<file path="src/rtl/spi_pkg.sv">
package spi_pkg;

  typedef enum logic [1:0] {
    MODE_M4   = 2'b00,
    MODE_M16  = 2'b01,
    MODE_M64  = 2'b10,
    MODE_SLV  = 2'b11
  } port_mode_e;

  // Half period of the serial clock in system cycles.
  function automatic int unsigned sck_half(input logic pre4, input logic [1:0] mode);
    int unsigned pre;
    int unsigned baud;
    pre  = pre4 ? 4 : 1;
    baud = 4 << (2 * mode);
    return (pre * baud) / 2;
  endfunction

  // Next shift register value: one bit leaves, the captured bit enters.
  function automatic logic [7:0] shift_in(input logic [7:0] cur, input logic msb_first,
                                          input logic bit_in);
    return msb_first ? {cur[6:0], bit_in} : {bit_in, cur[7:1]};
  endfunction

endpackage

</file>
<file path="src/rtl/spi_sync.sv">
module spi_sync #(
  parameter int W = 2,
  parameter int STAGES = 2,
  parameter logic [W-1:0] RST_VAL = '0
) (
  input  logic         clk,
  input  logic         rst_n,
  input  logic [W-1:0] d,
  output logic [W-1:0] q
);
  logic [W-1:0] stg [STAGES];

  generate
    for (genvar s = 0; s < STAGES; s++) begin : g_stage
      always_ff @(posedge clk or negedge rst_n) begin
        if (!rst_n) stg[s] <= RST_VAL;
        else if (s == 0) stg[s] <= d;
        else stg[s] <= stg[(s == 0) ? 0 : s-1];
      end
    end
  endgenerate

  assign q = stg[STAGES-1];
endmodule

</file>
<file path="src/rtl/spi_baud.sv">
module spi_baud #(
  parameter int HW = 8
) (
  input  logic          clk,
  input  logic          rst_n,
  input  logic          run,
  input  logic [HW-1:0] half,
  output logic          tick
);
  logic [HW-1:0] cnt;

  assign tick = run && (cnt == half - HW'(1));

  always_ff @(posedge clk or negedge rst_n) begin
    if (!rst_n)     cnt <= '0;
    else if (!run)  cnt <= '0;
    else if (tick)  cnt <= '0;
    else            cnt <= cnt + HW'(1);
  end


  cnt_bound_chk: assert property (@(posedge clk) disable iff (!rst_n)
    run && $stable(half) |-> cnt < half);
endmodule

</file>
<file path="src/rtl/spi_shift.sv">
module spi_shift #(
  parameter int DATA_W = 8
) (
  input  logic              clk,
  input  logic              rst_n,
  input  logic              en,
  input  logic              master,
  input  logic              msb_first,
  input  logic              tick,
  input  logic              load,
  input  logic [DATA_W-1:0] load_data,
  input  logic              sdi,
  input  logic              s_rise,
  input  logic              s_fall,
  input  logic              s_active,
  output logic [DATA_W-1:0] sr_q,
  output logic              sdo,
  output logic              sck_m,
  output logic              m_run,
  output logic              busy,
  output logic              done_evt
);
  import spi_pkg::*;
  localparam int BCW = $clog2(DATA_W + 1);

  logic [DATA_W-1:0] sr;
  logic [BCW-1:0]    cnt;
  logic              rbit, mbusy, sbusy, sck_q;
  logic              last, m_rise_evt, m_fall_evt, s_rise_evt, s_fall_evt, shift_evt;
  logic [DATA_W-1:0] sr_next;

  assign last       = (cnt == BCW'(DATA_W - 1));
  assign m_rise_evt = en && master && mbusy && tick && !sck_q;
  assign m_fall_evt = en && master && mbusy && tick && sck_q;
  assign s_rise_evt = en && !master && s_active && s_rise;
  assign s_fall_evt = en && !master && s_active && s_fall && sbusy;
  assign shift_evt  = m_fall_evt || s_fall_evt;
  assign done_evt   = shift_evt && last;
  assign sr_next    = shift_in(sr, msb_first, rbit);

  always_ff @(posedge clk or negedge rst_n) begin
    if (!rst_n) begin
      sr <= '0; cnt <= '0; rbit <= 1'b0;
      mbusy <= 1'b0; sbusy <= 1'b0; sck_q <= 1'b0;
    end else begin
      if (load) sr <= load_data;
      if (!en) begin
        mbusy <= 1'b0; sbusy <= 1'b0; sck_q <= 1'b0; cnt <= '0;
      end else if (master) begin
        sbusy <= 1'b0;
        if (load) begin
          mbusy <= 1'b1; sck_q <= 1'b0; cnt <= '0;
        end else if (m_rise_evt) begin
          sck_q <= 1'b1; rbit <= sdi;
        end else if (m_fall_evt) begin
          sck_q <= 1'b0; sr <= sr_next;
          cnt   <= last ? '0 : cnt + BCW'(1);
          if (last) mbusy <= 1'b0;
        end
      end else begin
        mbusy <= 1'b0; sck_q <= 1'b0;
        if (!s_active) begin
          sbusy <= 1'b0; cnt <= '0;
        end else if (s_rise_evt) begin
          rbit <= sdi; sbusy <= 1'b1;
        end else if (s_fall_evt) begin
          sr  <= sr_next;
          cnt <= last ? '0 : cnt + BCW'(1);
          if (last) sbusy <= 1'b0;
        end
      end
    end
  end

  assign sr_q  = sr;
  assign sdo   = msb_first ? sr[DATA_W-1] : sr[0];
  assign sck_m = sck_q;
  assign m_run = mbusy;
  assign busy  = mbusy || sbusy;


  sdo_hold_chk: assert property (@(posedge clk) disable iff (!rst_n)
    $rose(sck_q) && $stable(msb_first) |-> $stable(sdo));

  cnt_range_chk: assert property (@(posedge clk) disable iff (!rst_n)
    cnt < BCW'(DATA_W));

  desel_clear_chk: assert property (@(posedge clk) disable iff (!rst_n)
    en && !master && !s_active |=> cnt == '0 && !sbusy);

  done_idle_chk: assert property (@(posedge clk) disable iff (!rst_n)
    done_evt |=> !busy);
endmodule

</file>
<file path="src/rtl/spi_port.sv">
module spi_port #(
  parameter int DATA_W    = 8,
  parameter int MAX_HALF  = 128,
  parameter int SYNC_STG  = 2
) (
  input  logic              clk,
  input  logic              rst_n,
  input  logic              reg_wr,
  input  logic              reg_addr,
  input  logic [DATA_W-1:0] reg_wdata,
  output logic [DATA_W-1:0] reg_rdata,
  output logic              irq,
  input  logic              sck_i,
  output logic              sck_o,
  output logic              sck_oe,
  input  logic              sdi_i,
  output logic              sdo_o,
  output logic              sdo_oe,
  input  logic              ss_n_i
);
  import spi_pkg::*;
  localparam int HW = $clog2(MAX_HALF) + 1;

  // control fields
  logic       pre4, en, msbf, sel_en, wcol, trf;
  port_mode_e mode;
  logic       master;

  // events and datapath
  logic              busy, done_evt, tick, m_run, sck_m, sdo_w;
  logic              data_wr, load, collide;
  logic [DATA_W-1:0] sr_q;
  logic [HW-1:0]     half;
  logic [1:0]        sync_q;
  logic              sck_s, ss_s, sck_prev, s_rise, s_fall, s_active;
  logic [7:0]        ctrl_rd;

  assign master  = (mode != MODE_SLV);
  assign data_wr = reg_wr && reg_addr;
  assign load    = data_wr && !busy;
  assign collide = data_wr && busy;
  assign half    = HW'(sck_half(pre4, mode));

  spi_sync #(.W(2), .STAGES(SYNC_STG), .RST_VAL(2'b10)) u_sync (
    .clk(clk), .rst_n(rst_n), .d({ss_n_i, sck_i}), .q(sync_q));

  assign sck_s    = sync_q[0];
  assign ss_s     = sync_q[1];
  assign s_rise   = sck_s && !sck_prev;
  assign s_fall   = !sck_s && sck_prev;
  assign s_active = !sel_en || !ss_s;

  always_ff @(posedge clk or negedge rst_n) begin
    if (!rst_n) sck_prev <= 1'b0;
    else        sck_prev <= sck_s;
  end

  spi_baud #(.HW(HW)) u_baud (
    .clk(clk), .rst_n(rst_n), .run(m_run), .half(half), .tick(tick));

  spi_shift #(.DATA_W(DATA_W)) u_shift (
    .clk(clk), .rst_n(rst_n), .en(en), .master(master), .msb_first(msbf),
    .tick(tick), .load(load), .load_data(reg_wdata), .sdi(sdi_i),
    .s_rise(s_rise), .s_fall(s_fall), .s_active(s_active),
    .sr_q(sr_q), .sdo(sdo_w), .sck_m(sck_m), .m_run(m_run),
    .busy(busy), .done_evt(done_evt));

  always_ff @(posedge clk or negedge rst_n) begin
    if (!rst_n) begin
      pre4 <= 1'b0; mode <= MODE_M4; en <= 1'b0; msbf <= 1'b0;
      sel_en <= 1'b0; wcol <= 1'b0; trf <= 1'b0;
    end else begin
      if (reg_wr && !reg_addr) begin
        pre4   <= reg_wdata[7];
        mode   <= port_mode_e'(reg_wdata[6:5]);
        en     <= reg_wdata[4];
        msbf   <= reg_wdata[3];
        sel_en <= reg_wdata[2];
        if (!reg_wdata[1]) wcol <= 1'b0;
        if (!reg_wdata[0]) trf  <= 1'b0;
      end
      if (collide)  wcol <= 1'b1;
      if (done_evt) trf  <= 1'b1;
    end
  end

  assign ctrl_rd   = {pre4, mode, en, msbf, sel_en, wcol, trf};
  assign reg_rdata = reg_addr ? sr_q : DATA_W'(ctrl_rd);
  assign irq       = trf;
  assign sck_o     = sck_m;
  assign sck_oe    = en && master;
  assign sdo_o     = en && sdo_w;
  assign sdo_oe    = en;


  wcol_set_chk: assert property (@(posedge clk) disable iff (!rst_n)
    collide |=> wcol);

  done_flag_chk: assert property (@(posedge clk) disable iff (!rst_n)
    done_evt |=> trf && irq);

  sck_idle_chk: assert property (@(posedge clk) disable iff (!rst_n)
    !busy |-> !sck_o);

  off_no_start_chk: assert property (@(posedge clk) disable iff (!rst_n)
    !en |=> !busy);

  sck_tick_chk: assert property (@(posedge clk) disable iff (!rst_n)
    en && !$stable(sck_o) |-> $past(tick));
endmodule

</file>
<file path="config.mk">
export PLATFORM = sky130hd
export DESIGN_NAME = spi_port
export DESIGN_NICKNAME = d
export VERILOG_FILES = /design/src/rtl/spi_pkg.sv /design/src/rtl/spi_sync.sv /design/src/rtl/spi_baud.sv /design/src/rtl/spi_shift.sv /design/src/rtl/spi_port.sv
export SDC_FILE = /design/constraint.sdc
export NUM_CORES = 1
export LEC_CHECK = 0
export BUFFER_PORTS_ARGS = -buffer_cell sky130_fd_sc_hd__buf_2
export CAP_MARGIN = 20
export CELL_PAD_IN_SITES_DETAIL_PLACEMENT = 1
export CELL_PAD_IN_SITES_GLOBAL_PLACEMENT = 2
export CORE_MARGIN = 2
export CORE_UTILIZATION = 40
export DETAILED_ROUTE_END_ITERATION = 12
export HOLD_SLACK_MARGIN = 0.08
export PLACE_DENSITY_LB_ADDON = 0.1
export SYNTH_ARGS = -nofsm -noshare
export SYNTH_HDL_FRONTEND = slang
export SYNTH_HIERARCHICAL = 1
export SYNTH_SLANG_ARGS = --single-unit
</file>
<file path="constraint.sdc">
create_clock -name clk -period 5.91 [get_ports clk]
set_clock_uncertainty 0.05 [all_clocks]
set_input_delay 0.2955 -clock clk [delete_from_list [all_inputs] [get_ports clk]]
set_output_delay 0.2955 -clock clk [all_outputs]
set_load 0.01 [all_outputs]
</file>
# Yosys cells after proc, flatten, opt, wreduce, memory -nomap -nowiden
# Index checks and enable logic that the tools add are counted.
[totals]
register_bits = 37
inputBits = 15
out_inout_bits = 13
wordCells = 128
[op_classes]
n_addsub = 3
multipliers = 1
eq_ne = 15
shifts = 1
muxes = 51
reduce_logical = 40
[op_table]
columns = ["op", "n"]
rows = [
  ["$mux 8", 13],
  ["$mux 4", 9],
  ["$mul 3x32->9", 1],
  ["$shl 3x3->32 const A", 1],
  ["$mux 1", 28],
  ["$logic_and 1x1->1", 19],
  ["$ne 4x4->1 const B", 3],
  ["$ne 5x4->1 const B", 2],
  ["$add 8x1->8 const B", 1],
  ["$eq 8x8->1", 1],
  ["$logic_not 1->1", 8],
  ["$ne 4x3->1 const B", 2],
  ["$reduce_bool 2->1", 4],
  ["$sub 8x1->8 const B", 1],
  ["$ne 2x2->1 const B", 3],
  ["$reduce_and 2->1", 3],
  ["$ne 5x5->1 const B", 1],
  ["$reduce_and 5->1", 1],
  ["$add 4x1->4 const B", 1],
  ["$eq 4x3->1 const B", 1],
  ["$ne 2x1->1 const B", 2],
  ["$reduce_and 4->1", 1],
  ["$logic_or 1x1->1", 3],
  ["$mux 3", 1],
  ["$reduce_and 3->1", 1],
]

# Logic depth before layout (Yosys ltp)
# Gate-level depths: netlist of run 1.
[logic_depth]
ltp_word = 12
ltp_mapped = 15
mapped_depth_nobuf = 12

# Cells and area by module
# The synthesis of run 1 kept the hierarchy.
[by_module_without_submodules]
columns = ["module", "n_inst", "cells_each", "area_per_inst_um2"]
rows = [
  ["spi_shift", 1, 96, 960.9],
  ["spi_baud", 1, 76, 685.7],
  ["spi_port", 1, 51, 586.8],
  ["spi_sync", 1, 6, 117.6],
]

# Least setup slack after synthesis of run 1
# OpenSTA, ideal clock, no wires.
[synth_timing]
path_type = "reg-to-reg"
startpoint = "register mode[0]"
endpoint = "register u_shift.cnt[2]"
setup_ps = 79
arrival_ps = 3009
required_ps = 5781
path_slack_ps = 2771
stages_incl_launch_ff = 16
period_less_slack_ps = 3139
cell_sequence = "dfrtp_1 -> buf_2 -> nor3_1 -> inv_1 -> ha_1 -> buf_6 -> o21ba_1 -> a221oi_1 -> a41o_1 -> nand4_1 -> a211oi_4 -> nand3_1 -> o32ai_4 -> buf_6 -> nand2_2 -> mux2i_1"
[synth_between]
elab_chain_len = 9
word_cells_on_any_way = 24
classes_between = "add/sub: 1; mul: 1; eq/ne: 6; shift: 1; mux: 2; reduce/logical: 13"
[synth_rtl]
columns = ["element", "line_no", "source"]
rows = [
  ["start: declaration", "spi_port.sv:26", "port_mode_e mode;"],
  ["start signal: assignment", "spi_port.sv:75", "mode <= port_mode_e'(reg_wdata[6:5]);"],
  ["$shl 3x3->32 *", "spi_pkg.sv:15", "baud = 4 << (2 * mode);"],
  ["$mul 3x32->9 *", "spi_pkg.sv:16", "return (pre * baud) / 2;"],
  ["via half[1]", "spi_port.sv:33", "logic [HW-1:0] half;"],
  ["$sub 8x1->8 *", "spi_baud.sv:12", "assign tick = run && (cnt == half - HW'(1));"],
  ["$eq 8x8->1 *", "spi_baud.sv:12", ""],
  ["$logic_and 1x1->1 *", "spi_baud.sv:12", ""],
  ["via tick", "spi_port.sv:30", "logic busy, done_evt, tick, m_run, sck_m, sdo_w;"],
  ["$logic_and 1x1->1 *", "spi_shift.sv:33, spi_shift.sv:34", ""],
  ["$logic_and 1x1->1 (on tied branches)", "spi_shift.sv:33, spi_shift.sv:34", ""],
  ["$ne 4x4->1 (no source line)", "n/a", ""],
  ["$reduce_and 4->1 (no source line) *", "n/a", ""],
  ["end signal: assignment", "spi_shift.sv:57", "cnt <= last ? '0 : cnt + BCW'(1);"],
  ["end signal: assignment", "spi_shift.sv:68", "cnt <= last ? '0 : cnt + BCW'(1);"],
  ["end: declaration", "spi_shift.sv:27", "logic [BCW-1:0] cnt;"],
]
# The timed path passes the listed nets; every way through them passes the cells marked *.
# A chain may end at the register's enable or synchronous reset.

# Final worst setup path of run 1
[layout_timing]
startpoint = "register mode[0]"
endpoint = "register u_shift.sr[6] (netlist: u_shift/sr_q[6])"
[layout_between]
elab_chain_len = 12
word_cells_on_any_way = 25
classes_between = "add/sub: 1; mul: 1; eq/ne: 2; shift: 1; mux: 8; reduce/logical: 12"
[layout_rtl]
columns = ["element", "line_no", "source"]
rows = [
  ["$shl 3x3->32 *", "spi_pkg.sv:15", ""],
  ["$mul 3x32->9 *", "spi_pkg.sv:16", ""],
  ["via half[1]", "spi_port.sv:33", ""],
  ["$sub 8x1->8 *", "spi_baud.sv:12", ""],
  ["$eq 8x8->1 *", "spi_baud.sv:12", ""],
  ["$logic_and 1x1->1 *", "spi_baud.sv:12", ""],
  ["via tick", "spi_port.sv:30", ""],
  ["$logic_and 1x1->1 *", "spi_shift.sv:33, spi_shift.sv:34", ""],
  ["$logic_and 1x1->1", "spi_shift.sv:34", "assign m_fall_evt = en && master && mbusy && tick && sck_q;"],
  ["$mux 8", "spi_shift.sv:55", "end else if (m_fall_evt) begin"],
  ["$mux 8 *", "spi_shift.sv:53", "end else if (m_rise_evt) begin"],
  ["$mux 8 *", "spi_shift.sv:51", "if (load) begin"],
  ["$mux 8 *", "spi_shift.sv:49", "end else if (master) begin"],
  ["$mux 8 *", "spi_shift.sv:47", "if (!en) begin"],
  ["end signal: assignment", "spi_shift.sv:46", "if (load) sr <= load_data;"],
  ["end signal: assignment", "spi_shift.sv:67", "sr <= sr_next;"],
  ["end: declaration", "spi_shift.sv:26", "logic [DATA_W-1:0] sr;"],
]
# Marks and branches as above.

==> results of run 1 <==
## critical path: stages, from the launching register on
cell and delay [ns]:
sky130_fd_sc_hd__dfrtp_1 0.47, sky130_fd_sc_hd__nor3_1 0.39, sky130_fd_sc_hd__inv_1 0.08, sky130_fd_sc_hd__ha_1 0.29, sky130_fd_sc_hd__o21ba_1 0.22, sky130_fd_sc_hd__a221oi_1 0.32
sky130_fd_sc_hd__a41o_1 0.13, sky130_fd_sc_hd__nand4_1 0.14, sky130_fd_sc_hd__a211oi_4 0.46, sky130_fd_sc_hd__nand3_1 0.24, sky130_fd_sc_hd__o32ai_4 0.46, sky130_fd_sc_hd__a211oi_1 0.12
sky130_fd_sc_hd__a21oi_1 0.17
## kinds of logic after synthesis
group / after synthesis / synth area share [%]
AO/OA/AOI/OAI: 41 / 13.1
XOR/XNOR: 17 / 6.33
adder cells (fa/ha/maj): 5 / 2.66
buffers and inverters: 20 / 5.11
flip-flops: 37 / 39.5
multiplexers: 27 / 12.3
other: 1 / 0.160
AND/OR/NAND/NOR: 81 / 20.8
## layout make-up
| type | count | area [um2] |
|---|---|---|
| timing repair buffer | 30 | 163 |
| clock buffer | 7 | 86.3 |
| fill | 672 | 2950 |
| multi-input combinational | 181 | 1340 |
| sequential | 37 | 928 |
| inverter | 7 | 26.3 |
| clock inverter | 1 | 30.0 |
| tap | 72 | 90.1 |
## registers in the layout, summed over array words and instances (netlist names), 2 cells and up
name	cells
mode	2
u_sync/stg	2
u_shift/sr_q	8
u_baud/cnt	8
u_shift/cnt	4
u_sync/q	2
## power by group through the flow
| stage | combinational (W) | clock, W | sequential, W |
|---|---|---|---|
| final | 0.000178 | 0.000226 | 0.000314 |
| after global routing | 0.000199 | 0.000243 | 0.000321 |
| after CTS | 0.000179 | 0.000232 | 0.000315 |
| after detailed placement | 0.000177 | 0 | 0.000320 |
| after global placement | 0.000174 | 0 | 0.000320 |
| after floorplan | 0.000144 | 0 | 0.000301 |
## path summary, 6_finish.rpt
kind / start / endpoint / slack (ns) / cells after the start
max: mode[0] / u_shift/sr_q[6] / 2.28 / 12
min: rst_n / u_baud/cnt[2] / 0.07 / 1
max reg2reg: mode[0] / u_shift/sr_q[6] / 2.28 / 12
min reg2reg: u_sync/stg[3] / u_sync/q[1] / 0.31 / 0
max in group asynchronous: rst_n / u_shift/sr_q[6] / 5.19 / 1
min in group clk: reg_wdata[3] / msbf / 0.21 / 2
## timing repair
action,in CTS,in global routing
endpoints found under the hold margin,1,1
hold buffers,1,1
resized for setup,0,0
setup buffers,0,0
## metal layers
layer,vias to the layer above,wire [um]
met2,23,2590
met5,-,0
met1,866,2510
met3,2,113
li1,859,-
met4,0,23
## through the flow
stage | total power, W | instance area, um2 | util, %
floorplan | 0.000445 | 2380 | -
global placement | 0.000493 | 2520 | 44.9
detailed placement | 0.000497 | 2520 | 44.9
CTS | 0.000727 | 2640 | 47.1
global route | 0.000763 | 2660 | 47.4
finish | 0.000718 | 2660 | 47.4
## cell usage in the layout (no fill, tap or decap), types with 5 or more instances in the layout
| master | Yosys | routed |
|---|---|---|
| sky130_fd_sc_hd__a211oi_1 | 8 | 8 |
| sky130_fd_sc_hd__xnor2_1 | 10 | 10 |
| sky130_fd_sc_hd__o21ai_0 | 5 | 5 |
| sky130_fd_sc_hd__nand3_1 | 8 | 8 |
| sky130_fd_sc_hd__ha_1 | 5 | 5 |
| sky130_fd_sc_hd__nor2b_1 | 9 | 9 |
| sky130_fd_sc_hd__buf_2 | 2 | 27 |
| sky130_fd_sc_hd__nor2_1 | 11 | 11 |
| sky130_fd_sc_hd__nand2_1 | 18 | 18 |
| sky130_fd_sc_hd__a21oi_1 | 12 | 12 |
| sky130_fd_sc_hd__conb_1 | 1 | 10 |
| sky130_fd_sc_hd__xor2_1 | 7 | 7 |
| sky130_fd_sc_hd__inv_1 | 7 | 7 |
| sky130_fd_sc_hd__clkbuf_8 | 0 | 6 |
| sky130_fd_sc_hd__mux2_2 | 16 | 16 |
| sky130_fd_sc_hd__mux2i_1 | 11 | 11 |
| sky130_fd_sc_hd__dfrtp_1 | 35 | 35 |
==> impl_metrics.xml, run 1 <==
<?xml version="1.0" encoding="UTF-8"?>
<metrics>
  <group name="synth">
    <metric name="post-synth-top-count-cell" unit="">sky130_fd_sc_hd__dfrtp_1</metric>
    <metric name="synth.cell_area" unit="um2">2350</metric>
    <metric name="synth_top_cell_area_share" unit="%">37.3</metric>
    <metric name="ys_top_cells_by_area" unit="">sky130_fd_sc_hd__dfrtp_1 37%, sky130_fd_sc_hd__mux2_2 7.7%, sky130_fd_sc_hd__mux2i_1 4.7%</metric>
    <metric name="ys_async_sr_fraction" unit="%">100</metric>
    <metric name="synth.yosys.seq_area_share" unit="%">39.5</metric>
    <metric name="synth.cells.most_frequent" unit="">35 x sky130_fd_sc_hd__dfrtp_1, 18 x sky130_fd_sc_hd__nand2_1, 16 x sky130_fd_sc_hd__mux2_2</metric>
    <metric name="synth.avg_cell_area" unit="um2">10.3</metric>
    <metric name="synth_cell_types" unit="">55</metric>
    <metric name="largest_area_contributor_in_the_netlist" unit="">sky130_fd_sc_hd__dfrtp_1</metric>
    <metric name="edff_count_synth" unit="">0</metric>
    <metric name="netlist_instances" unit="">229</metric>
    <metric name="ys_warn_count" unit="">6</metric>
    <metric name="yosys_register_bits" unit="">37</metric>
    <metric name="dominantRegCellSynth" unit="">sky130_fd_sc_hd__dfrtp_1</metric>
  </group>
  <group name="hold_path">
    <metric name="hold_path_class" unit="">input port to async pin</metric>
  </group>
  <group name="floorplan">
    <metric name="die_area" unit="um2">6510</metric>
    <metric name="die-height" unit="um">80.7</metric>
    <metric name="floorplan.die.width" unit="um">80.7</metric>
    <metric name="fp.coreArea" unit="um2">5610</metric>
    <metric name="initial_utilization" unit="%">41.9</metric>
    <metric name="num_rows" unit="">27</metric>
    <metric name="design.portCount" unit="">28</metric>
  </group>
  <group name="cells_and_area">
    <metric name="n_antenna_cell" unit="">0</metric>
    <metric name="fin_cells" unit="">335</metric>
    <metric name="flow.area_growth_from_synthesis" unit="%">13.1</metric>
    <metric name="drive_gt1_share" unit="%">24.3</metric>
    <metric name="nets" unit="">282</metric>
  </group>
  <group name="global_route">
    <metric name="grt_most_used_layer" unit="">met2</metric>
    <metric name="grtUsageMet2" unit="%">29.6</metric>
    <metric name="via_count_of_the_first_global_routing_pass" unit="">1842</metric>
    <metric name="gr-usage-all-layers" unit="%">17.8</metric>
    <metric name="grt_antenna_before_repair" unit="">0</metric>
    <metric name="globalRouteOverflowTotal" unit="">0</metric>
    <metric name="grt_start_max_net_pins" unit="">38</metric>
    <metric name="use_met1" unit="%">24.4</metric>
    <metric name="gr-usage-met3" unit="%">3.03</metric>
    <metric name="global_route_wire_length_before_repair" unit="mm">8.94</metric>
  </group>
  <group name="power">
    <metric name="combinationalPowerShare" unit="%">24.7</metric>
    <metric name="swShare" unit="%">29.6</metric>
    <metric name="ir_drop" unit="mV">0.139</metric>
    <metric name="power_frac_clock" unit="%">31.5</metric>
    <metric name="power_density" unit="nW/um2">270</metric>
    <metric name="part_of_the_power_in_registers" unit="%">43.7</metric>
    <metric name="total_switching_power" unit="W">0.000213</metric>
    <metric name="power.static_leakage" unit="nW">1.23</metric>
    <metric name="p_int" unit="W">0.000505</metric>
  </group>
  <group name="worst_setup_path">
    <metric name="setup.worst_path.start_class" unit="">flop</metric>
    <metric name="crit_path_end_kind" unit="">flop</metric>
    <metric name="critical_path.max_fanout" unit="">19</metric>
    <metric name="setup.worst_path.class" unit="">flop to flop</metric>
    <metric name="worst_ep_arrival_time" unit="ns">3.78</metric>
    <metric name="timing.critical_path.required" unit="ns">6.05</metric>
  </group>
  <group name="sta">
    <metric name="tns" unit="ns">0</metric>
    <metric name="worst_hold_slack" unit="ns">0.0736</metric>
    <metric name="final_hold_violating_endpoints" unit="">0</metric>
    <metric name="clock.fmax" unit="GHz">0.275</metric>
    <metric name="worst_slack" unit="ns">2.28</metric>
    <metric name="finalMaxSlewViolations" unit="">0</metric>
    <metric name="max_slew_margin" unit="%">42.5</metric>
    <metric name="unrepaired_setup_endpoints_after_global_routing" unit="">no</metric>
    <metric name="layout_min_cycle_time" unit="ns">3.63</metric>
    <metric name="min_period_over_period" unit="%">61.5</metric>
    <metric name="timing_worst_slew_pin_value" unit="ns">0.862</metric>
    <metric name="setup_viol" unit="">0</metric>
  </group>
  <group name="clock_tree">
    <metric name="cts-htree-levels" unit="">2</metric>
    <metric name="clock_sink_count" unit="">37</metric>
    <metric name="worst_setup_hold_path_clk_slew" unit="ns">0.07</metric>
    <metric name="numCtsBuffers" unit="">5</metric>
    <metric name="cts_tree" unit="">yes</metric>
    <metric name="clock_path_buffers" unit="">2</metric>
    <metric name="clockRootBuffer" unit="">sky130_fd_sc_hd__clkbuf_8</metric>
    <metric name="worst_skew_pair.late_latency" unit="ns">0.28</metric>
  </group>
  <group name="placed_design">
    <metric name="gpl.final_weighted_congestion" unit="">0.730</metric>
    <metric name="hpwlAfterDp" unit="mm">3.85</metric>
    <metric name="placed_cells_incl_taps" unit="">324</metric>
    <metric name="io_buffers" unit="">27</metric>
    <metric name="pre_cts_slack" unit="ns">2.28</metric>
  </group>
  <group name="detailed_routing">
    <metric name="drt-initial-drc-count" unit="">107</metric>
    <metric name="drt_wl_total" unit="mm">5.24</metric>
    <metric name="wl_per_cell" unit="um">15.6</metric>
    <metric name="vias" unit="">1750</metric>
    <metric name="route.antenna.remaining_nets" unit="">0</metric>
    <metric name="drt_pass1_iterations" unit="">4</metric>
    <metric name="vias_per_cell" unit="">5.22</metric>
    <metric name="drc" unit="">0</metric>
  </group>
  <group name="run_status">
    <metric name="run_status" unit="">finished, final reports clean</metric>
  </group>
  <group name="job">
    <metric name="timing.max_cap.violations" unit="">0</metric>
  </group>
</metrics>
Note: power is estimated with default switching activity, not from simulation.
==> inputs of run 2 (changes only) <==
--- a/config.mk
+++ b/config.mk
@@ -5,12 +5,13 @@
 export SDC_FILE = /design/constraint.sdc
 export NUM_CORES = 1
 export LEC_CHECK = 0
+export ABC_AREA = 1
 export BUFFER_PORTS_ARGS = -buffer_cell sky130_fd_sc_hd__buf_2
 export CAP_MARGIN = 20
 export CELL_PAD_IN_SITES_DETAIL_PLACEMENT = 1
 export CELL_PAD_IN_SITES_GLOBAL_PLACEMENT = 2
 export CORE_MARGIN = 2
-export CORE_UTILIZATION = 40
+export CORE_UTILIZATION = 30
 export DETAILED_ROUTE_END_ITERATION = 12
 export HOLD_SLACK_MARGIN = 0.08
 export PLACE_DENSITY_LB_ADDON = 0.1
==> constraint.sdc (replaced) <==
create_clock -name clk -period 3.1 [get_ports clk]
set_clock_uncertainty 0.05 [all_clocks]
set_input_delay 0.155 -clock clk [delete_from_list [all_inputs] [get_ports clk]]
set_output_delay 0.155 -clock clk [all_outputs]
set_load 0.01 [all_outputs]
==> run 2 against run 1 <==
Compared with the run above: count of clock-buffer cells in the layout unchanged; synthesized area increased by 4.3%; combinational power increased by 79%; clock power increased by 92%; synthesized cell count increased by 54%; worst hold slack improved by 0.023 ns; core utilization decreased by 11 points; power increased by 88%; routed wire length increased by 27%; critical path depth increased by 6; largest power group unchanged.
==> impl_metrics.xml, run 2 <==
<?xml version="1.0" encoding="UTF-8"?>
<metrics>
  <group name="run_status">
    <metric name="run_status" unit="">finished, final reports clean</metric>
  </group>
  <group name="hold_path">
    <metric name="hold_path_class" unit="">input port to flop</metric>
  </group>
  <group name="global_route">
    <metric name="grt_start_max_net_pins" unit="">38</metric>
    <metric name="gr-usage-all-layers" unit="%">16.8</metric>
    <metric name="globalRouteOverflowTotal" unit="">0</metric>
    <metric name="global_route_wire_length_before_repair" unit="mm">11.6</metric>
    <metric name="grt_antenna_before_repair" unit="">0</metric>
    <metric name="via_count_of_the_first_global_routing_pass" unit="">2394</metric>
  </group>
  <group name="sta">
    <metric name="max_slew_margin" unit="%">42.1</metric>
    <metric name="timing_worst_slew_pin_value" unit="ns">0.869</metric>
    <metric name="setup_viol" unit="">0</metric>
    <metric name="unrepaired_setup_endpoints_after_global_routing" unit="">no</metric>
    <metric name="finalMaxSlewViolations" unit="">0</metric>
    <metric name="tns" unit="ns">0</metric>
    <metric name="clock.fmax" unit="GHz">0.366</metric>
    <metric name="min_period_over_period" unit="%">88.2</metric>
    <metric name="final_hold_violating_endpoints" unit="">0</metric>
    <metric name="layout_min_cycle_time" unit="ns">2.73</metric>
  </group>
  <group name="synth">
    <metric name="muxShareOfSynthArea" unit="%">0</metric>
    <metric name="yosys_register_bits" unit="">37</metric>
    <metric name="post_synth_xor_area_fraction" unit="%">3.57</metric>
    <metric name="adder_cell_area_share_of_the_yosys_netlist" unit="%">2.55</metric>
    <metric name="dominantRegCellSynth" unit="">sky130_fd_sc_hd__dfrtp_1</metric>
    <metric name="synth-compound-area-share" unit="%">7.30</metric>
    <metric name="edff_count_synth" unit="">0</metric>
    <metric name="largest_area_contributor_in_the_netlist" unit="">sky130_fd_sc_hd__dfrtp_1</metric>
    <metric name="synth_top_cell_area_share" unit="%">35.7</metric>
    <metric name="synth-simple-area-share" unit="%">38.3</metric>
    <metric name="ys_top_cells_by_area" unit="">sky130_fd_sc_hd__dfrtp_1 36%, sky130_fd_sc_hd__nand2_1 18%, sky130_fd_sc_hd__nand3_1 8.2%</metric>
    <metric name="ys_async_sr_fraction" unit="%">100</metric>
    <metric name="synth.avg_cell_area" unit="um2">6.97</metric>
    <metric name="synth.yosys.seq_area_share" unit="%">37.9</metric>
    <metric name="ys_warn_count" unit="">6</metric>
    <metric name="synth_top_family_by_area" unit="">simple AND/OR/NAND/NOR gates</metric>
    <metric name="synth.cell_area" unit="um2">2450</metric>
    <metric name="synth.cells.most_frequent" unit="">116 x sky130_fd_sc_hd__nand2_1, 45 x sky130_fd_sc_hd__inv_1, 40 x sky130_fd_sc_hd__nand3_1</metric>
    <metric name="post-synth-top-count-cell" unit="">sky130_fd_sc_hd__nand2_1</metric>
    <metric name="synth_cell_types" unit="">30</metric>
    <metric name="netlist_instances" unit="">352</metric>
  </group>
  <group name="cells_and_area">
    <metric name="layout.cells.most_common" unit="">sky130_fd_sc_hd__nand2_1</metric>
    <metric name="drive_gt1_share" unit="%">15.6</metric>
    <metric name="commonest_cells_after_routing_fill_and_taps_aside" unit="">116 x sky130_fd_sc_hd__nand2_1, 45 x sky130_fd_sc_hd__inv_1, 40 x sky130_fd_sc_hd__nand3_1, 35 x sky130_fd_sc_hd__dfrtp_1, 27 x sky130_fd_sc_hd__buf_2</metric>
    <metric name="fin_cells" unit="">492</metric>
    <metric name="postLayoutCellArea" unit="um2">2860</metric>
    <metric name="flow.area_growth_from_synthesis" unit="%">16.5</metric>
    <metric name="nets" unit="">409</metric>
    <metric name="n_antenna_cell" unit="">0</metric>
    <metric name="final.fill_count" unit="">1021</metric>
    <metric name="layout.core_utilization" unit="%">36.6</metric>
  </group>
  <group name="detailed_routing">
    <metric name="route.antenna.remaining_nets" unit="">0</metric>
    <metric name="drt_pass1_iterations" unit="">4</metric>
    <metric name="wl_per_cell" unit="um">13.5</metric>
    <metric name="drt-initial-drc-count" unit="">74</metric>
    <metric name="vias_per_cell" unit="">4.51</metric>
    <metric name="drt_wl_total" unit="mm">6.66</metric>
    <metric name="vias" unit="">2221</metric>
    <metric name="drc" unit="">0</metric>
  </group>
  <group name="placed_design">
    <metric name="hpwlAfterDp" unit="mm">5.08</metric>
    <metric name="gpl.final_weighted_congestion" unit="">0.768</metric>
    <metric name="placed_cells_incl_taps" unit="">478</metric>
    <metric name="io_buffers" unit="">27</metric>
    <metric name="placed_area" unit="um2">2680</metric>
  </group>
  <group name="clock_tree">
    <metric name="clockRootBuffer" unit="">sky130_fd_sc_hd__clkbuf_8</metric>
    <metric name="clock_path_buffers" unit="">2</metric>
    <metric name="numCtsBuffers" unit="">5</metric>
    <metric name="cts_tree" unit="">yes</metric>
    <metric name="cts_post_setup_buffers_inserted" unit="">0</metric>
    <metric name="worst_skew_pair.late_latency" unit="ns">0.29</metric>
    <metric name="cts-htree-levels" unit="">2</metric>
    <metric name="clock_sink_count" unit="">37</metric>
    <metric name="worst_setup_hold_path_clk_slew" unit="ns">0.08</metric>
  </group>
  <group name="worst_setup_path">
    <metric name="timing.reg2reg.setup_slack" unit="ns">0.37</metric>
    <metric name="setup.worst_path.start_class" unit="">flop</metric>
    <metric name="setup.worst_path.class" unit="">flop to flop</metric>
    <metric name="crit_path_end_kind" unit="">flop</metric>
    <metric name="critical_path.max_fanout" unit="">10</metric>
    <metric name="worst_ep_arrival_time" unit="ns">2.91</metric>
    <metric name="timing.critical_path.required" unit="ns">3.28</metric>
  </group>
  <group name="power">
    <metric name="ir_drop" unit="mV">0.163</metric>
    <metric name="p_int" unit="W">0.000912</metric>
    <metric name="power_frac_clock" unit="%">32.2</metric>
    <metric name="swShare" unit="%">32.3</metric>
    <metric name="part_of_the_power_in_registers" unit="%">44.2</metric>
    <metric name="power.static_leakage" unit="nW">1.46</metric>
    <metric name="total_switching_power" unit="W">0.000434</metric>
    <metric name="power_density" unit="nW/um2">471</metric>
    <metric name="combinationalPowerShare" unit="%">23.6</metric>
  </group>
  <group name="floorplan">
    <metric name="num_rows" unit="">32</metric>
    <metric name="initial_utilization" unit="%">31.4</metric>
    <metric name="fp.coreArea" unit="um2">7810</metric>
    <metric name="die-height" unit="um">94.4</metric>
    <metric name="die_area" unit="um2">8910</metric>
    <metric name="floorplan.die.width" unit="um">94.4</metric>
    <metric name="design.portCount" unit="">28</metric>
  </group>
  <group name="job">
    <metric name="timing.max_cap.violations" unit="">0</metric>
  </group>
</metrics>
-- run 2: power groups by stage --
| stage | sequential [W] | combinational, W | clock [W] |
|---|---|---|---|
| global placement | 0.000603 | 0.000314 | 0 |
| floorplan | 0.000572 | 0.000240 | 0 |
| global route | 0.000604 | 0.000374 | 0.000471 |
| finish | 0.000595 | 0.000318 | 0.000433 |
| detailed placement | 0.000604 | 0.000317 | 0 |
| CTS | 0.000596 | 0.000324 | 0.000453 |
-- run 2: path summary, 6_finish.rpt --
kind / start / endpoint / cells after the start
min in group asynchronous: rst_n / u_shift/sr_q[3] / 2
min: reg_wdata[2] / sel_en / 3
max: mode[1] / u_shift/sr_q[6] / 18
min reg2reg: u_sync/stg[3] / u_sync/q[1] / 0
max in group asynchronous: rst_n / u_shift/cnt[0] / 2
max reg2reg: mode[1] / u_shift/sr_q[6] / 18
-- run 2: per-layer routing --
layer / GRT usage, % / wire length, um / vias up
li1: - / - / 1170
met5: 0 / 0 / -
met1: 23.7 / 3530 / 1032
met4: 4.35 / 23 / 0
met2: 27.0 / 2970 / 17
met3: 2.63 / 130 / 2
-- run 2: cells by family after synthesis --
logic type | count (synthesis)
adders and majority gates | 5
xor gates and xnor gates | 10
DFF | 37
and+or+nand+nor | 204
other | 1
AOI/OAI and AO/OA | 35
buffers and inverters | 60
-- run 2: metrics by stage --
| step | hold WS (ns) | setup slack [ns] | power (W) |
|---|---|---|---|
| finish | 0.0962 | 0.367 | 0.00135 |
| global route | 0.0980 | 0.00361 | 0.00145 |
| CTS | 0.0908 | 0.313 | 0.00137 |
| detailed placement | 0.215 | 0.332 | 0.000922 |
| global placement | 0.213 | 0.376 | 0.000918 |
| floorplan | -0.191 | 0.758 | 0.000812 |
-- run 2: cell type report --
cell class	instances	area, um2	share of cell area (%)
Tap cell	102	128	4.47
Clock buffer	7	86.3	3.02
Timing Repair Buffer	34	203	7.10
Sequential cell	37	928	32.5
Multi-Input combinational cell	261	1290	45.3
Clock inverter	1	30.0	1.05
Inverter	50	188	6.57
-- run 2: worst max-delay path, cell delays in order, from the launching register on --
cell,delay (ns)
sky130_fd_sc_hd__dfrtp_1,0.49
sky130_fd_sc_hd__nor3_1,0.35
sky130_fd_sc_hd__inv_1,0.09
sky130_fd_sc_hd__ha_1,0.28
sky130_fd_sc_hd__inv_1,0.10
sky130_fd_sc_hd__nand2_1,0.05
sky130_fd_sc_hd__nand3_1,0.06
sky130_fd_sc_hd__nand2_1,0.05
sky130_fd_sc_hd__inv_1,0.05
sky130_fd_sc_hd__nand3_1,0.07
sky130_fd_sc_hd__nor2_1,0.11
sky130_fd_sc_hd__nand3_2,0.11
sky130_fd_sc_hd__inv_1,0.10
sky130_fd_sc_hd__nand2_1,0.06
sky130_fd_sc_hd__inv_1,0.13
sky130_fd_sc_hd__nand4_4,0.21
sky130_fd_sc_hd__nand2_4,0.18
sky130_fd_sc_hd__nand2_1,0.07
sky130_fd_sc_hd__nand2_1,0.06
-- run 2: what timing repair did --
item / CTS / global route
hold buffers: 6 / 0
gates resized for setup: 0 / 0
hold endpoints to repair: 40 / 0
==> inputs of run 3 (changes only) <==
--- a/config.mk
+++ b/config.mk
@@ -6,13 +6,13 @@
 export NUM_CORES = 1
 export LEC_CHECK = 0
 export ABC_AREA = 1
-export BUFFER_PORTS_ARGS = -buffer_cell sky130_fd_sc_hd__buf_2
 export CAP_MARGIN = 20
 export CELL_PAD_IN_SITES_DETAIL_PLACEMENT = 1
 export CELL_PAD_IN_SITES_GLOBAL_PLACEMENT = 2
 export CORE_MARGIN = 2
-export CORE_UTILIZATION = 30
+export CORE_UTILIZATION = 32
 export DETAILED_ROUTE_END_ITERATION = 12
+export DONT_BUFFER_PORTS = 1
 export HOLD_SLACK_MARGIN = 0.08
 export PLACE_DENSITY_LB_ADDON = 0.1
 export SYNTH_ARGS = -nofsm -noshare
==> run 3 against run 2 <==
Compared with the run above: via count grew 1.6%; first-iteration DRC count shrank 16%; clock power shrank 20%; die area shrank 6.0%; largest cell class unchanged.
==> impl_metrics.xml, run 3 (synthesis results as in run 2) <==
<?xml version="1.0" encoding="UTF-8"?>
<metrics>
  <group name="clock_tree">
    <metric name="numCtsBuffers" unit="">5</metric>
    <metric name="clock_sink_count" unit="">37</metric>
    <metric name="clockRootBuffer" unit="">sky130_fd_sc_hd__clkbuf_8</metric>
    <metric name="cts-resized-gates" unit="">0</metric>
    <metric name="cts-htree-levels" unit="">2</metric>
    <metric name="clock_path_buffers" unit="">2</metric>
    <metric name="worst_skew_pair.late_latency" unit="ns">0.29</metric>
    <metric name="worst_setup_hold_path_clk_slew" unit="ns">0.08</metric>
    <metric name="cts_tree" unit="">yes</metric>
  </group>
  <group name="floorplan">
    <metric name="initial_utilization" unit="%">33.5</metric>
    <metric name="floorplan.die.width" unit="um">91.5</metric>
    <metric name="fp.coreArea" unit="um2">7330</metric>
    <metric name="num_rows" unit="">31</metric>
    <metric name="die-height" unit="um">91.5</metric>
    <metric name="design.portCount" unit="">28</metric>
    <metric name="die_area" unit="um2">8380</metric>
  </group>
  <group name="sta">
    <metric name="timing_worst_slew_pin_value" unit="ns">0.562</metric>
    <metric name="final_hold_violating_endpoints" unit="">0</metric>
    <metric name="worst_hold_slack" unit="ns">0.0813</metric>
    <metric name="unrepaired_setup_endpoints_after_global_routing" unit="">no</metric>
    <metric name="layout_min_cycle_time" unit="ns">2.72</metric>
    <metric name="min_period_over_period" unit="%">87.8</metric>
    <metric name="tns" unit="ns">0</metric>
    <metric name="finalMaxSlewViolations" unit="">0</metric>
    <metric name="max_slew_margin" unit="%">62.5</metric>
    <metric name="clock.fmax" unit="GHz">0.367</metric>
    <metric name="setup_viol" unit="">0</metric>
  </group>
  <group name="cells_and_area">
    <metric name="final.fill_count" unit="">916</metric>
    <metric name="multi_input_comb_area" unit="um2">1290</metric>
    <metric name="layout.cells.most_common" unit="">sky130_fd_sc_hd__nand2_1</metric>
    <metric name="layout.core_utilization" unit="%">39.0</metric>
    <metric name="nets" unit="">398</metric>
    <metric name="commonest_cells_after_routing_fill_and_taps_aside" unit="">116 x sky130_fd_sc_hd__nand2_1, 45 x sky130_fd_sc_hd__inv_1, 40 x sky130_fd_sc_hd__nand3_1, 35 x sky130_fd_sc_hd__dfrtp_1, 24 x sky130_fd_sc_hd__o21ai_0</metric>
    <metric name="final-seq-area" unit="um2">928</metric>
    <metric name="n_antenna_cell" unit="">0</metric>
    <metric name="flow.area_growth_from_synthesis" unit="%">16.5</metric>
    <metric name="drive_gt1_share" unit="%">8.97</metric>
  </group>
  <group name="detailed_routing">
    <metric name="vias" unit="">2257</metric>
    <metric name="drt-initial-drc-count" unit="">62</metric>
    <metric name="drt_wl_total" unit="mm">6.75</metric>
    <metric name="vias_per_cell" unit="">4.72</metric>
    <metric name="drt_pass1_iterations" unit="">4</metric>
    <metric name="drc" unit="">0</metric>
    <metric name="wl_per_cell" unit="um">14.1</metric>
    <metric name="route.antenna.remaining_nets" unit="">0</metric>
  </group>
  <group name="power">
    <metric name="swShare" unit="%">35.0</metric>
    <metric name="ir_drop" unit="mV">0.207</metric>
    <metric name="power_frac_clock" unit="%">27.9</metric>
    <metric name="power_density" unit="nW/um2">435</metric>
    <metric name="power.static_leakage" unit="nW">1.38</metric>
    <metric name="p_int" unit="W">0.000807</metric>
    <metric name="part_of_the_power_in_registers" unit="%">47.5</metric>
    <metric name="total_switching_power" unit="W">0.000434</metric>
    <metric name="combinationalPowerShare" unit="%">24.6</metric>
    <metric name="design_power_total" unit="W">0.00124</metric>
  </group>
  <group name="worst_setup_path">
    <metric name="crit_path_end_kind" unit="">flop</metric>
    <metric name="setup.worst_path.start_class" unit="">flop</metric>
    <metric name="timing.critical_path.required" unit="ns">3.28</metric>
    <metric name="critical_path.max_fanout" unit="">10</metric>
    <metric name="setup.worst_path.class" unit="">flop to flop</metric>
    <metric name="worst_ep_arrival_time" unit="ns">2.90</metric>
  </group>
  <group name="placed_design">
    <metric name="gpl.final_weighted_congestion" unit="">0.744</metric>
    <metric name="io_buffers" unit="">0</metric>
    <metric name="hpwlAfterDp" unit="mm">4.98</metric>
  </group>
  <group name="global_route">
    <metric name="grt_antenna_before_repair" unit="">0</metric>
    <metric name="global_route_wire_length_before_repair" unit="mm">11.8</metric>
    <metric name="gr-usage-all-layers" unit="%">17.7</metric>
    <metric name="grt_start_max_net_pins" unit="">38</metric>
    <metric name="via_count_of_the_first_global_routing_pass" unit="">2426</metric>
    <metric name="globalRouteOverflowTotal" unit="">0</metric>
  </group>
  <group name="job">
    <metric name="timing.max_cap.violations" unit="">0</metric>
  </group>
  <group name="hold_path">
    <metric name="hold_path_class" unit="">input port to flop</metric>
  </group>
  <group name="run_status">
    <metric name="run_status" unit="">finished, final reports clean</metric>
  </group>
</metrics>
[run 3: cell count changes in the layout (fill, tap and decap cells not counted)]
cell	change
sky130_fd_sc_hd__dlygate4sd3_1	+15
sky130_fd_sc_hd__clkinv_4	+1
sky130_fd_sc_hd__buf_2	-27
sky130_fd_sc_hd__clkbuf_8	-1
sky130_fd_sc_hd__clkbuf_1	+1
sky130_fd_sc_hd__bufinv_16	-1
sky130_fd_sc_hd__buf_12	+1
[run 3: critical path, stage by stage, from the launching register on]
cell and delay [ns]:
sky130_fd_sc_hd__dfrtp_1 0.49, sky130_fd_sc_hd__nor3_1 0.35, sky130_fd_sc_hd__inv_1 0.09, sky130_fd_sc_hd__ha_1 0.26, sky130_fd_sc_hd__inv_1 0.10, sky130_fd_sc_hd__nand2_1 0.05
sky130_fd_sc_hd__nand3_1 0.06, sky130_fd_sc_hd__nand2_1 0.05, sky130_fd_sc_hd__inv_1 0.05, sky130_fd_sc_hd__nand3_1 0.08, sky130_fd_sc_hd__nor2_1 0.12, sky130_fd_sc_hd__nand3_2 0.11
sky130_fd_sc_hd__inv_1 0.09, sky130_fd_sc_hd__nand2_1 0.05, sky130_fd_sc_hd__inv_1 0.14, sky130_fd_sc_hd__nand4_4 0.20, sky130_fd_sc_hd__nand2_4 0.18, sky130_fd_sc_hd__nand2_1 0.07
sky130_fd_sc_hd__nand2_1 0.06
[run 3: routing by layer]
metal | global-route usage (%) | vias up | part of all wire [%]
met4 | 4.17 | 0 | 0.76
met1 | 22.2 | 1093 | 46
met2 | 31.9 | 18 | 52
met5 | 0 | - | 0
li1 | - | 1141 | -
met3 | 2.16 | 5 | 1.6
[run 3: timing repair]
item | CTS | global route
setup buffers | 0 | 0
endpoints found under the hold margin | 48 | 0
hold buffers | 22 | 0
[run 3: stage by stage]
stage               instance area, um2  setup WS (ns)  instances
detailed placement                2540          0.367        448
floorplan                         2470          0.758        358
CTS                               2860          0.335        478
global placement                  2540          0.438        448
finish                            2860          0.378        478
global route                      2860         0.0486        478
[run 3: power groups by stage]
stage | logic [W] | clock network [W] | registers, W
2_1_floorplan | 0.000240 | 0 | 0.000572
3_3_place_gp | 0.000270 | 0 | 0.000600
3_5_place_dp | 0.000275 | 0 | 0.000599
4_1_cts | 0.000312 | 0.000363 | 0.000590
5_1_grt | 0.000358 | 0.000380 | 0.000600
6_report | 0.000306 | 0.000346 | 0.000589
[run 3: final timing paths]
kind / from / end / depth (start not counted) / slack, ns
hold reg to reg: u_sync/stg[2] / u_sync/q[0] / 0 / 0.31
max in group asynchronous: rst_n / u_sync/q[1] / 2 / 2.46
min in group asynchronous: rst_n / u_baud/cnt[6] / 2 / 0.26
setup / recovery: mode[1] / u_shift/sr_q[3] / 18 / 0.38
setup reg to reg: mode[1] / u_shift/sr_q[3] / 18 / 0.38
hold / removal: reg_wr / msbf / 3 / 0.08
[run 3: cell type report]
type | count | area share (%)
Multi-Input combinational cell | 261 | 45.3
Sequential cell | 37 | 32.5
Clock buffer | 7 | 2.67
Inverter | 50 | 6.57
Tap cell | 99 | 4.34
Timing Repair Buffer | 23 | 8.32
Clock inverter | 1 | 0.307
